<file path="config.mk">
export PLATFORM = sky130hd
export DESIGN_NAME = sertx_chan
export DESIGN_NICKNAME = d
export VERILOG_FILES = /design/src/rtl/sertx_pkg.sv /design/src/rtl/sertx_prescale.sv /design/src/rtl/sertx_txbuf.sv /design/src/rtl/sertx_shifter.sv /design/src/rtl/sertx_chan.sv
export SDC_FILE = /design/constraint.sdc
export NUM_CORES = 1
export LEC_CHECK = 0
export BUFFER_PORTS_ARGS = -buffer_cell sky130_fd_sc_hd__buf_2
export CAP_MARGIN = 20
export CORE_AREA = 4 4 141 75
export CTS_BUF_LIST = sky130_fd_sc_hd__clkbuf_4
export DETAILED_ROUTE_END_ITERATION = 6
export DIE_AREA = 0 0 145 79
export GPL_TIMING_DRIVEN = 1
export HOLD_SLACK_MARGIN = 0.02
export PLACE_DENSITY = 0.47
export SYNTH_ARGS = -nofsm -noshare
export SYNTH_HDL_FRONTEND = slang
export SYNTH_SLANG_ARGS = --single-unit
</file>
<file path="constraint.sdc">
create_clock -name clk -period 2.5 [get_ports clk]
set_input_delay 0.75 -clock clk [delete_from_list [all_inputs] [get_ports clk]]
set_output_delay 0.75 -clock clk [all_outputs]
set_load 0.05 [all_outputs]
</file>
<file path="src/rtl/sertx_pkg.sv">
package sertx_pkg;

   typedef enum logic [1:0] {
      RATE_DIV1   = 2'b00,
      RATE_DIV8   = 2'b01,
      RATE_DIV32  = 2'b10,
      RATE_DIV256 = 2'b11
   } rate_sel_e;

   localparam int CTL_EN_BIT    = 0;
   localparam int CTL_EMPTY_BIT = 1;
   localparam int CTL_ACT_BIT   = 2;
   localparam int CTL_SEL_LO    = 4;

   // largest log2 divide among the four rate choices
   function automatic int max_log2(logic [3:0][3:0] v);
      int m;
      m = 0;
      for (int i = 0; i < 4; i++)
         if (int'(v[i]) > m) m = int'(v[i]);
      return m;
   endfunction

endpackage

</file>
<file path="src/rtl/sertx_prescale.sv">
module sertx_prescale #(
   parameter logic [3:0][3:0] DIV_LOG2 = {4'd8, 4'd5, 4'd3, 4'd0}
) (
   input  logic       clk,
   input  logic       rst_n,
   input  logic       run,
   input  logic [1:0] sel,
   output logic       tick
);
   localparam int CNT_W = sertx_pkg::max_log2(DIV_LOG2);

   if (CNT_W == 0) begin : g_nodiv
      assign tick = run;
   end else begin : g_div
      function automatic logic [CNT_W-1:0] term_of(logic [1:0] s);
         logic [CNT_W:0] v;
         v = '0;
         v[DIV_LOG2[s]] = 1'b1;
         return CNT_W'(v - 1'b1);
      endfunction

      logic [CNT_W-1:0] cnt_q;
      logic [CNT_W-1:0] term;

      assign term = term_of(sel);
      // >= so that a rate change mid-count never overruns the terminal
      assign tick = run && (cnt_q >= term);

      always_ff @(posedge clk or negedge rst_n) begin
         if (!rst_n)      cnt_q <= '0;
         else if (!run)   cnt_q <= '0;
         else if (tick)   cnt_q <= '0;
         else             cnt_q <= cnt_q + 1'b1;
      end
   end

endmodule

</file>
<file path="src/rtl/sertx_txbuf.sv">
module sertx_txbuf #(
   parameter int DATA_W = 8
) (
   input  logic              clk,
   input  logic              rst_n,
   input  logic              wr,
   input  logic [DATA_W-1:0] wdata,
   input  logic              take,
   input  logic              flush,
   output logic              full,
   output logic [DATA_W-1:0] data
);
   always_ff @(posedge clk or negedge rst_n) begin
      if (!rst_n)      full <= 1'b0;
      else if (flush)  full <= 1'b0;
      else if (wr)     full <= 1'b1;
      else if (take)   full <= 1'b0;
   end

   always_ff @(posedge clk or negedge rst_n) begin
      if (!rst_n)      data <= '0;
      else if (wr)     data <= wdata;
   end

endmodule

</file>
<file path="src/rtl/sertx_shifter.sv">
module sertx_shifter #(
   parameter int DATA_W = 8,
   parameter int OVS    = 16
) (
   input  logic              clk,
   input  logic              rst_n,
   input  logic              abort,
   input  logic              tick,
   input  logic              load_req,
   input  logic [DATA_W-1:0] load_data,
   output logic              take,
   output logic              busy,
   output logic              line
);
   localparam int FRAME_BITS = DATA_W + 2;
   localparam int BIT_W      = $clog2(FRAME_BITS);
   localparam int SUB_W      = $clog2(OVS);

   logic [FRAME_BITS-1:0] sh_q;
   logic [BIT_W-1:0]      bit_q;
   logic [SUB_W-1:0]      sub_q;
   logic                  busy_q;
   logic                  boundary;
   logic                  last;

   assign boundary = busy_q && tick && (sub_q == SUB_W'(OVS - 1));
   assign last     = boundary && (bit_q == BIT_W'(FRAME_BITS - 1));
   assign take     = !abort && load_req && (!busy_q || last);
   assign busy     = busy_q;
   assign line     = !busy_q || sh_q[0];

   always_ff @(posedge clk or negedge rst_n) begin
      if (!rst_n) begin
         busy_q <= 1'b0;
         sh_q   <= '0;
         bit_q  <= '0;
         sub_q  <= '0;
      end else if (abort) begin
         busy_q <= 1'b0;
         sh_q   <= '0;
         bit_q  <= '0;
         sub_q  <= '0;
      end else if (take) begin
         busy_q <= 1'b1;
         sh_q   <= {1'b1, load_data, 1'b0};
         bit_q  <= '0;
         sub_q  <= '0;
      end else if (last) begin
         busy_q <= 1'b0;
         sh_q   <= '0;
         bit_q  <= '0;
         sub_q  <= '0;
      end else if (boundary) begin
         sh_q   <= {1'b1, sh_q[FRAME_BITS-1:1]};
         bit_q  <= bit_q + 1'b1;
         sub_q  <= '0;
      end else if (busy_q && tick) begin
         sub_q  <= sub_q + 1'b1;
      end
   end

endmodule

</file>
<file path="src/rtl/sertx_chan.sv">
module sertx_chan #(
   parameter int              DATA_W   = 8,
   parameter int              OVS      = 16,
   parameter logic [3:0][3:0] DIV_LOG2 = {4'd8, 4'd5, 4'd3, 4'd0}
) (
   input  logic              clk,
   input  logic              rst_n,
   input  logic              ctl_we,
   input  logic [7:0]        ctl_wdata,
   input  logic              buf_we,
   input  logic [DATA_W-1:0] buf_wdata,
   output logic [7:0]        ctl_rdata,
   output logic              txd,
   output logic              tx_irq
);
   import sertx_pkg::*;

   if (OVS < 2) begin : g_bad_ovs
      $error("sertx_chan: OVS must be at least 2");
   end
   if (DATA_W < 1) begin : g_bad_width
      $error("sertx_chan: DATA_W must be at least 1");
   end

   logic              en_q;
   rate_sel_e         sel_q;
   logic              flush;
   logic              wr;
   logic              take;
   logic              full;
   logic              busy;
   logic              tick;
   logic [DATA_W-1:0] held;
   logic              unused_wbits;

   assign unused_wbits = ^{ctl_wdata[7:6], ctl_wdata[3:1]};

   // a control write with the enable clear wins over any buffer write
   assign flush = ctl_we && !ctl_wdata[CTL_EN_BIT];
   assign wr    = buf_we && en_q && !flush;

   always_ff @(posedge clk or negedge rst_n) begin
      if (!rst_n) begin
         en_q  <= 1'b0;
         sel_q <= RATE_DIV8;
      end else if (ctl_we) begin
         en_q  <= ctl_wdata[CTL_EN_BIT];
         sel_q <= rate_sel_e'(ctl_wdata[CTL_SEL_LO+1:CTL_SEL_LO]);
      end
   end

   sertx_prescale #(.DIV_LOG2(DIV_LOG2)) u_pre (
      .clk  (clk),
      .rst_n(rst_n),
      .run  (busy),
      .sel  (sel_q),
      .tick (tick)
   );

   sertx_txbuf #(.DATA_W(DATA_W)) u_buf (
      .clk  (clk),
      .rst_n(rst_n),
      .wr   (wr),
      .wdata(buf_wdata),
      .take (take),
      .flush(flush),
      .full (full),
      .data (held)
   );

   sertx_shifter #(.DATA_W(DATA_W), .OVS(OVS)) u_shf (
      .clk      (clk),
      .rst_n    (rst_n),
      .abort    (flush),
      .tick     (tick),
      .load_req (full),
      .load_data(held),
      .take     (take),
      .busy     (busy),
      .line     (txd)
   );

   always_comb begin
      ctl_rdata                              = '0;
      ctl_rdata[CTL_EN_BIT]                  = en_q;
      ctl_rdata[CTL_EMPTY_BIT]               = !full;
      ctl_rdata[CTL_ACT_BIT]                 = busy || full;
      ctl_rdata[CTL_SEL_LO+1:CTL_SEL_LO]     = sel_q;
   end

   assign tx_irq = en_q && !full;

endmodule

</file>
==> metrics.md, run 1 <==
| Metric | Value |
|---|---|
| Vias in the first global route | `1,601` |
| Netlist cell types | `45` |
| Critical path class | `reg -> reg` |
| Startpoint types | `flip-flop` |
| Inserted Clock Buffers | `5` |
| Gpl congestion | `about 0.79` |
| Initial detailed-routing violation count | `109` |
| Min Hold Slack | `0.4430 ns` |
| Post-CTS Setup Bufs | `0` |
| Final setup violation count | `0` |
| Post-synth EDFFs | `0` |
| Final worst-path cycle share | `0.9509` |
| Drt wl/cell | `12.47 um` |
| PwrDens | `around 750 nW/um^2` |
| Synthesized cell area | `approximately 2100 sq um` |
| Largest net degree at the start of global routing | `40` |
| Mapped Cells | `roughly 200` |
| Post-DRT Antenna Nets | `0` |
| GRT met2 Usage | `0.1425` |
| Worst setup EP type | `flip-flop` |
| Synth async-reset ratio | `1.000` |
| # fillers | `973` |
| Fin Setup TNS | `0 ns` |
| Antenna violations before repair | `0` |
| Via count | `between 1,500 and 2,000` |
| Area leader, netlist | `dfrtp_1` |
| Main synth FF type | `dfrtp_1` |
| Area post-placement | `between 2000 and 2500 sq um` |
| Grt met1 use | `0.09926` |
| H-tree depth | `2` |
| # IOs | `30` |
| Register bit total from synthesis | `39` |
| First-pass iteration count of the detailed router | `5` |
| Initial core utilization | `0.2264` |
| CTS max path bufs | `2` |
| Worst relative slew slack | `0.6587` |
| Worst clock skew | `0.01396 ns` |
| Clock root buffer | `clkbuf_4` |
| Clock Latency Late Sink | `0.35 ns` |
| Fin area | `2511 sq um` |
| Worst IR Drop VDD | `0.2301 mV` |
| Critical-path maximum fanout | `6` |
| Antenna cells | `0` |
| TritonCTS clock tree | `yes` |
| Core box area | `9290 sq um` |
| Top cells by area, synth | `dfrtp_1, ha_1, mux2_2` |
| Hpwl dp | `3272 um` |
| Post-CTS Resized | `0` |
| Share of layout cells above drive strength 1 | `0.2845` |
| RSZ-0062 raised after global routing | `no` |
| CTS Hold Buffers Added | `0` |
| Register area share after synthesis | `0.4646` |
| Fin nets | `~260` |
| FMAX | `0.4207 GHz` |
| Busiest layer in global routing | `met2` |
| DRC viols | `0` |
| Area grow syn2layout | `19.39%` |
| Die Ht | `79 um` |
| First-pass GRT wire length | `7659 um` |
| Die width | `between 100 and 150 um` |
| Clk slew on worst S/H paths | `0.13 ns` |
| Final hold viol count | `0` |
| Port Buf Inserts | `21` |
| Max-cap check violation count | `0` |
| Post-synth top cells | `dfrtp_1, nand2_1, nor2_1` |
| FP Rows | `25` |
| Worst Max-Slew Pin Slew | `a little over 0.5 ns` |
| WP data arrival | `2.63 ns` |
| Class of the worst hold path | `in -> async` |
| Most common cell in the synthesized netlist | `dfrtp_1` |
| Die Area | `roughly 11,000 sq um` |
| Leakage | `1.153 nW` |
| GRT Total Usage | `0.08227` |
| Total Power | `approximately 1.9 mW` |
| Max-slew violations | `0` |
| Avg Synthesized Cell Area | `10.57 sq um` |
| Fin crit period | `2.377 ns` |
| Status | `finished, final reports clean` |
| Drt total wl | `4403 um` |
| Num Clock Sinks | `39` |
| GRT overflow | `0` |
| Synth warn | `0` |
| Yosys top cell area share | `0.4521` |
| GR met3 Demand/Resource | `0.02509` |
| Reg2Reg Setup Slack | `0.12 ns` |
| WP data required | `2.75 ns` |
| Vias per inst | `roughly 4.4` |
[state kept, by name, summed over array words and instances, names as in the netlist]
name / cells
u_buf.data: 8
u_shf.sh_q: 10
u_pre.g_div.cnt_q: 8
sel_q: 2
u_shf.sub_q: 4
u_shf.busy: 1
en_q: 1
u_buf.full: 1
u_shf.bit_q: 4
[final timing paths]
kind / depth (start not counted) / to / from
setup / recovery: 9 / u_shf.sh_q[1]$_DFFE_PN0P_ / sel_q[0]$_DFFE_PN1P_
hold reg to reg: 1 / u_buf.data[3]$_DFFE_PN0P_ / u_buf.data[3]$_DFFE_PN0P_
hold / removal: 2 / u_shf.sh_q[1]$_DFFE_PN0P_ / rst_n
max in group asynchronous: 2 / sel_q[0]$_DFFE_PN1P_ / rst_n
setup reg to reg: 9 / u_shf.sh_q[1]$_DFFE_PN0P_ / sel_q[0]$_DFFE_PN1P_
min in group clk: 1 / u_buf.data[3]$_DFFE_PN0P_ / u_buf.data[3]$_DFFE_PN0P_
[cells by family (layout without fill, tap and decap cells)]
family,after synthesis,in the layout,share of synthesized area
fa+ha+maj,12,12,0.07138
buf+inv,21,52,0.04997
other cells,1,3,0.001783
flops,39,39,0.4646
xor+xnor,7,7,0.02915
compound gates,41,41,0.1588
simple gates,64,64,0.1434
mux,14,14,0.08090
[per-stage QoR]
step | setup slack (ns) | cells | utilization
after global routing | 0.003116 | 353 | 0.2703
after floorplan | 0.1010 | 201 | -
after global placement | 0.1513 | 343 | 0.2560
after detailed placement | 0.1052 | 343 | 0.2560
after CTS | 0.08358 | 351 | 0.2673
final | 0.1228 | 353 | 0.2703
[worst max-delay path, cell delays in order, from the launching register on]
cell and delay, ns:
dfstp_2 0.59, nor2_1 0.06, ha_1 0.30, and3_1 0.20, o21ai_2 0.14, a31oi_1 0.11
buf_4 0.15, o211a_4 0.26, nand2b_4 0.18, mux2_4 0.30
[cell usage in the layout (no fill, tap or decap), types with 7 or more instances in the layout]
master	count
dfrtp_1	38
mux2_2	10
ha_1	12
buf_4	11
nand3_1	9
nor2_1	17
nand2_1	18
inv_1	11
a21oi_1	13
a22oi_1	7
buf_2	21
nor3_1	7
[area by class of cell]
class	count	area (sq um)	area share
inverter	11	41.29	0.01644
clock buffer	5	37.54	0.01495
clock inverter	3	67.56	0.02691
timing repair buffer	33	207.7	0.08271
sequential	39	977.2	0.3891
tap	121	151.4	0.06029
multi-input combinational	141	1028	0.4096
[per-layer routing]
metal	vias up	wire length, um
li1	766	-
met1	751	2026
met2	21	2190
met3	7	120
met4	0	65
met5	-	0
[report_power, final]
group          switching [mW]  total (mW)  internal, mW
clock network           0.226       0.537         0.311
registers               0.102       0.850         0.748
logic                   0.269       0.492         0.223
(Power assumes the default switching activity.)
==> run 2, diff against run 1 <==
CORE_AREA = 4 4 102 56   (was 4 4 141 75)
DIE_AREA = 0 0 106 60   (was 0 0 145 79)
PLACE_DENSITY = 0.73   (was 0.47)
==> metrics.md, run 2 (same netlist as run 1, synthesis figures left out) <==
| Metric | Value |
|---|---|
| TritonCTS clock tree | `yes` |
| Worst clock skew | `0.003204 ns (-0.01075 ns)` |
| Port Buf Inserts | `21 (unchanged)` |
| Post-DRT Antenna Nets | `0 (unchanged)` |
| Final WS setup | `0.09667 ns (-0.02611 ns)` |
| Clk slew on worst S/H paths | `0.11 ns (-0.02 ns)` |
| Max-cap check violation count | `0 (unchanged)` |
| PwrDens | `739.0 nW/um^2 (-1.2%)` |
| H-tree depth | `2 (unchanged)` |
| Critical path class | `reg -> reg` |
| Leakage | `1.137 nW (-1.4%)` |
| GRT met2 Usage | `0.1993 (+0.05675)` |
| Worst IR Drop VDD | `0.3848 mV (+67%)` |
| Initial detailed-routing violation count | `53 (-51%)` |
| Critical-path cell list | `nor2_1 > ha_1 > and3_1 > o21ai_2 > a31o_1 > a221oi_4 > buf_4 > a22o_4 > mux2_4` |
| FMAX | `0.4161 GHz (-1.1%)` |
| Status | `finished, final reports clean` |
| Worst setup EP type | `flip-flop` |
| Area grow syn2layout | `14.46%` |
| Sequential power share | `0.481 (+0.029)` |
| Final worst-path cycle share | `0.9613 (+0.01044)` |
| Antenna cells | `0 (unchanged)` |
| # IOs | `30 (unchanged)` |
| RSZ-0062 raised after global routing | `no` |
| First-pass GRT wire length | `7383 um (-3.6%)` |
| First-pass iteration count of the detailed router | `5 (unchanged)` |
| FP Rows | `18 (-28%)` |
| CTS max path bufs | `2 (unchanged)` |
| Max incr delay on CP | `0.60 ns (about the same)` |
| Grt met1 use | `0.2366 (+0.1374)` |
| Clk pwr share | `0.231 (-0.055)` |
| Number of flip-flops in the largest register | `10 (unchanged)` |
| CP max-delay cell | `dfstp_2` |
| Initial core utilization | `0.4405 (+0.2141)` |
| Clock Latency Late Sink | `0.35 ns (about the same)` |
| Critical-path maximum fanout | `8 (+2)` |
| Reg-to-reg endpoint | `u_shf.sh_q[1]$_DFFE_PN0P_` |
| Antenna violations before repair | `0 (unchanged)` |
| Die Ht | `60 um (-24%)` |
| Comb power frac | `0.288 (+0.026)` |
| DRC viols | `0 (unchanged)` |
| Sw power | `0.5943 mW (-0.29%)` |
| Startpoint types | `flip-flop` |
| Max-slew violations | `0 (unchanged)` |
| Reg2Reg Depth | `9 (unchanged)` |
| Commonest non-fill, non-tap cell in the layout | `dfrtp_1` |
| Biggest regs | `u_shf.sh_q x10, u_buf.data x8, u_pre.g_div.cnt_q x8` |
| Origin of the worst setup path | `sel_q[0]$_DFFE_PN1P_` |
| Drt wl/cell | `14.01 um (+12%)` |
| Largest net degree at the start of global routing | `40 (unchanged)` |
| CTS Hold Buffers Added | `0 (unchanged)` |
| Busiest layer in global routing | `met1` |
| Final hold viol count | `0 (unchanged)` |
| GR met3 Demand/Resource | `0.04423 (+0.01914)` |
| Fin nets | `262 (-0.38%)` |
| WP data arrival | `2.65 ns (+0.02 ns)` |
| Vias per inst | `5.086 (+16%)` |
| Gpl congestion | `0.8091 (+2.5%)` |
| Inserted Clock Buffers | `5 (unchanged)` |
| Final setup violation count | `0 (unchanged)` |
| WP data required | `2.75 ns (about the same)` |
| Reg2Reg Setup Slack | `0.1 ns (-0.03 ns)` |
| Drt total wl | `4217 um (-4.2%)` |
| Vias in the first global route | `1,460 (-8.8%)` |
| Fin Setup TNS | `0 ns (unchanged)` |
| Total Power | `1.779 mW (-5.3%)` |
| Num Clock Sinks | `39 (unchanged)` |
| Fin crit period | `2.403 ns (+0.02611 ns)` |
| DP Worst Slack | `0.1203 ns (+0.01512 ns)` |
| Largest Register | `u_shf.sh_q` |
| Die Area | `6360 sq um (-44%)` |
| Share of layout cells above drive strength 1 | `0.2857 (+0.001232)` |
| Via count | `1,531 (-0.91%)` |
| Int Pwr | `1.185 mW (-7.6%)` |
| Core box area | `4775 sq um (-49%)` |
| Reg2reg start | `sel_q[0]$_DFFE_PN1P_` |
| Sw frac | `0.3341 (+0.01673)` |
| GRT overflow | `0 (unchanged)` |
| Clock root buffer | `clkbuf_4` |
| Commonest cells after routing, fill and taps aside | `dfrtp_1, buf_2, nand2_1` |
| GRT Total Usage | `0.1520 (+0.06971)` |
| Hpwl dp | `3301 um (+0.88%)` |
| Die width | `106 um (-27%)` |
| Class of the worst hold path | `in -> async` |
run 2: changes by cell type in the layout (fill, tap and decap cells not counted), sizes merged:
cell      change
clkinv        +2
clkinvlp      -1
buf           -1
bufinv        -1
run 2: power groups by stage:
| stage | registers, mW | logic (mW) | clock network (mW) |
|---|---|---|---|
| 2_1_floorplan | 0.843 | 0.371 | 0 |
| 3_3_place_gp | 0.863 | 0.494 | 0 |
| 3_5_place_dp | 0.866 | 0.510 | 0 |
| 4_1_cts | 0.855 | 0.510 | 0.424 |
| 5_1_grt | 0.878 | 0.573 | 0.460 |
| 6_report | 0.856 | 0.512 | 0.411 |
run 2: critical path, delay by kind of cell (launching register included):
kind                       cells  cell delay (ns)
AOI/OAI and AO/OA              4             0.70
DFF                            1             0.60
adders and majority gates      1             0.31
and+or+nand+nor                2             0.26
muxes                          1             0.25
buffers and inverters          1             0.18
run 2: area by class of cell:
class,instances,area [sq um]
Clock buffer,5,37.54
Multi-Input combinational cell,141,1037
Tap cell,70,87.58
Sequential cell,39,977.2
Clock inverter,3,38.79
Inverter,11,41.29
Fill cell,453,2367
Timing Repair Buffer,32,187.7
run 2: metal layers:
metal | vias to the layer above | part of all wire | wire [um]
met5 | - | 0 | 0
met4 | 0 | 0.0074 | 31
met3 | 4 | 0.047 | 200
met2 | 30 | 0.38 | 1605
met1 | 729 | 0.56 | 2379
li1 | 768 | - | -
run 2: how the worst max path moves through the flow:
stage	to	slack [ns]	cells after the start
6_report	u_shf.sh_q[1]$_DFFE_PN0P_	0.1	9
5_1_grt	u_shf.sh_q[1]$_DFFE_PN0P_	0.02	9
4_1_cts	u_shf.sub_q[3]$_DFFE_PN0P_	0.1	9
3_5_place_dp	u_shf.sub_q[3]$_DFFE_PN0P_	0.12	9
3_3_place_gp	u_shf.sh_q[1]$_DFFE_PN0P_	0.18	8
2_1_floorplan	u_shf.sh_q[1]$_DFFE_PN0P_	0.10	8
run 2: timing repair:
| action | CTS | global route |
|---|---|---|
| endpoints found under the setup margin | 0 | 6 |
| resized for setup | 0 | 2 |
| setup buffers | 0 | 1 |
run 2: through the flow:
stage,utilization,std cells,cell area [sq um],hold slack [ns]
global route,0.5042,301,2407,0.4634
CTS,0.5008,300,2391,0.4483
finish,0.5042,301,2407,0.4326
global placement,0.4848,292,2315,0.4943
floorplan,-,201,2111,0.4544
detailed placement,0.4848,292,2315,0.5040
==> run 3, diff against run 2 <==
CTS_BUF_LIST = sky130_fd_sc_hd__clkbuf_16   (was sky130_fd_sc_hd__clkbuf_4)
==> metrics.md, run 3 (same netlist as run 1, synthesis figures left out) <==
| Metric | Value |
|---|---|
| CTS max path bufs | `2 (unchanged)` |
| Worst clock skew | `0.004149 ns (+0.0009443 ns)` |
| Die width | `106 um (unchanged)` |
| Antenna cells | `0 (unchanged)` |
| Origin of the worst min-delay path | `u_buf.data[3]$_DFFE_PN0P_` |
| Inserted Clock Buffers | `5 (unchanged)` |
| Reg-to-reg endpoint | `u_shf.sh_q[1]$_DFFE_PN0P_` |
| Finished Layout Cells | `301 (unchanged)` |
| Hpwl dp | `3301 um (unchanged)` |
| TritonCTS clock tree | `yes` |
| Critical-path maximum fanout | `8 (unchanged)` |
| PwrDens | `832.6 nW/um^2 (+13%)` |
| Class of the worst hold path | `reg -> reg` |
| Initial detailed-routing violation count | `41 (-23%)` |
| CTS Hold Buffers Added | `0 (unchanged)` |
| Max-cap check violation count | `0 (unchanged)` |
| Share of layout cells above drive strength 1 | `0.2814 (-0.004329)` |
| GRT Total Usage | `0.1544 (+0.002393)` |
| Num Clock Sinks | `39 (unchanged)` |
| GRT met2 Usage | `0.2038 (+0.004529)` |
| # fillers | `442 (-2.4%)` |
| Final hold viol count | `0 (unchanged)` |
| CP max-delay cell | `dfstp_2` |
| Worst IR Drop VDD | `0.3541 mV (-8.0%)` |
| Busiest layer in global routing | `met1` |
| Fin nets | `262 (unchanged)` |
| First-pass iteration count of the detailed router | `4 (-1)` |
| Startpoint types | `flip-flop` |
| Hold Path Depth | `1` |
| Die Area | `6360 sq um (unchanged)` |
| H-tree depth | `2 (unchanged)` |
| Post-DRT Antenna Nets | `0 (unchanged)` |
| Fin crit period | `2.460 ns (+0.05716 ns)` |
| Fin area | `2492 sq um (+3.5%)` |
| Via count | `1,530 (-0.065%)` |
| Final worst-path cycle share | `0.9842 (+0.02286)` |
| Placed cells | `292 (unchanged)` |
| Reg2Reg Depth | `9 (unchanged)` |
| Max incr delay on CP | `0.58 ns (-0.02 ns)` |
| FP Rows | `18 (unchanged)` |
| Number of flip-flops in the largest register | `10 (unchanged)` |
| Clock root buffer | `clkbuf_16` |
| WP data required | `2.66 ns (-0.09 ns)` |
| GRT overflow | `0 (unchanged)` |
| Reg2Reg Setup Slack | `0.04 ns (-0.06 ns)` |
| Largest Register | `u_shf.sh_q` |
| Status | `finished, final reports clean` |
| Leakage | `1.175 nW (+3.3%)` |
| Commonest non-fill, non-tap cell in the layout | `dfrtp_1` |
| DRC viols | `0 (unchanged)` |
| Core box area | `4775 sq um (unchanged)` |
| Total Power | `2.075 mW (+17%)` |
| Hold path endpoint | `u_buf.data[3]$_DFFE_PN0P_` |
| Die Ht | `60 um (unchanged)` |
| Critical-path cell list | `nand2_1 > ha_1 > a21oi_1 > o21ai_2 > nor2_1 > a221oi_4 > buf_4 > a22o_4 > mux2_4` |
| Clock Latency Late Sink | `0.28 ns (-0.07 ns)` |
| Vias per inst | `5.083 (about the same)` |
| # IOs | `30 (unchanged)` |
| Final setup violation count | `0 (unchanged)` |
| First-pass GRT wire length | `7486 um (+1.4%)` |
| Vias in the first global route | `1,467 (+0.48%)` |
| FMAX | `0.4064 GHz (-2.3%)` |
| Area grow syn2layout | `18.50%` |
| Gpl congestion | `0.8091 (unchanged)` |
| WP data arrival | `2.63 ns (-0.02 ns)` |
| Port Buf Inserts | `21 (unchanged)` |
| Max-slew violations | `0 (unchanged)` |
| Worst setup EP type | `flip-flop` |
| Clk slew on worst S/H paths | `0.06 ns (-0.05 ns)` |
| Antenna violations before repair | `0 (unchanged)` |
| Biggest regs | `u_shf.sh_q x10, u_buf.data x8, u_pre.g_div.cnt_q x8` |
| Fin Setup TNS | `0 ns (unchanged)` |
| Drt wl/cell | `14.31 um (+2.1%)` |
| Commonest cells after routing, fill and taps aside | `dfrtp_1, buf_2, nand2_1` |
| Area post-placement | `2315 sq um (unchanged)` |
| Largest net degree at the start of global routing | `40 (unchanged)` |
| Drt total wl | `4306 um (+2.1%)` |
| GR met3 Demand/Resource | `0.05070 (+0.006472)` |
| Grt met1 use | `0.2380 (+0.001352)` |
| Initial core utilization | `0.4405 (unchanged)` |
| Critical path class | `reg -> reg` |
| Reg2reg start | `sel_q[0]$_DFFE_PN1P_` |
==> run 3: cell types whose count changed in the layout (fill, tap and decap cells not counted) <==
cell       delta
nor2_1        +1
clkbuf_16     +5
clkbuf_4      -5
nor2_2        -1
==> run 3: metrics by stage <==
step                  util  hold slack (ns)  setup WS (ns)
global placement    0.4848           0.4943         0.1830
CTS                 0.5191           0.5167        0.09429
detailed placement  0.4848           0.5040         0.1203
finish              0.5220           0.5138        0.03951
global route        0.5220           0.5347       -0.03834
floorplan                -           0.4544         0.1010
==> run 3: worst max path at each step <==
stage	depth (start not counted)	to	from	slack [ns]
finish	9	u_shf.sh_q[1]$_DFFE_PN0P_	sel_q[0]$_DFFE_PN1P_	0.04
global placement	8	u_shf.sh_q[1]$_DFFE_PN0P_	sel_q[0]$_DFFE_PN1P_	0.18
detailed placement	9	u_shf.sub_q[3]$_DFFE_PN0P_	sel_q[0]$_DFFE_PN1P_	0.12
CTS	9	u_shf.sub_q[3]$_DFFE_PN0P_	sel_q[0]$_DFFE_PN1P_	0.09
global route	9	u_shf.sh_q[1]$_DFFE_PN0P_	sel_q[0]$_DFFE_PN1P_	-0.04
floorplan	8	u_shf.sh_q[1]$_DFFE_PN0P_	sel_q[0]$_DFFE_PN1P_	0.10
==> run 3: metal layers <==
metal  vias to the layer above  wire length [um]
met5                         -                 0
met4                         0                21
met3                         4               283
met2                        41              1629
met1                       720              2372
li1                        765                 -
==> run 3: layout make-up <==
class                   count  area, sq um  area share
clock buffers               5        125.1     0.05020
clock inverters             3        38.79     0.01556
inverters                  11        41.29     0.01657
multi-input cells         141         1035      0.4152
flip-flops and latches     39        977.2      0.3921
well taps                  70        87.58     0.03514
repair buffers             32        187.7     0.07530
==> run 3: repair_timing <==
action	CTS	global route
endpoints found under the setup margin	0	4
gates resized for setup	0	1
buffers inserted	0	1
==> run 3: worst max-delay path: cells and delay by family, from the launching register on <==
family	cells	cell delay, ns
buf+inv	1	0.19
fa+ha+maj	1	0.31
simple gates	2	0.34
compound gates	4	0.67
flops	1	0.58
mux	1	0.25
==> run 3: power breakdown <==
group          leakage [nW]  switching (mW)  total, mW  internal [mW]
Combinational         0.604           0.283      0.513          0.230
Sequential            0.490           0.109      0.860          0.751
Clock                0.0812           0.238      0.702          0.465
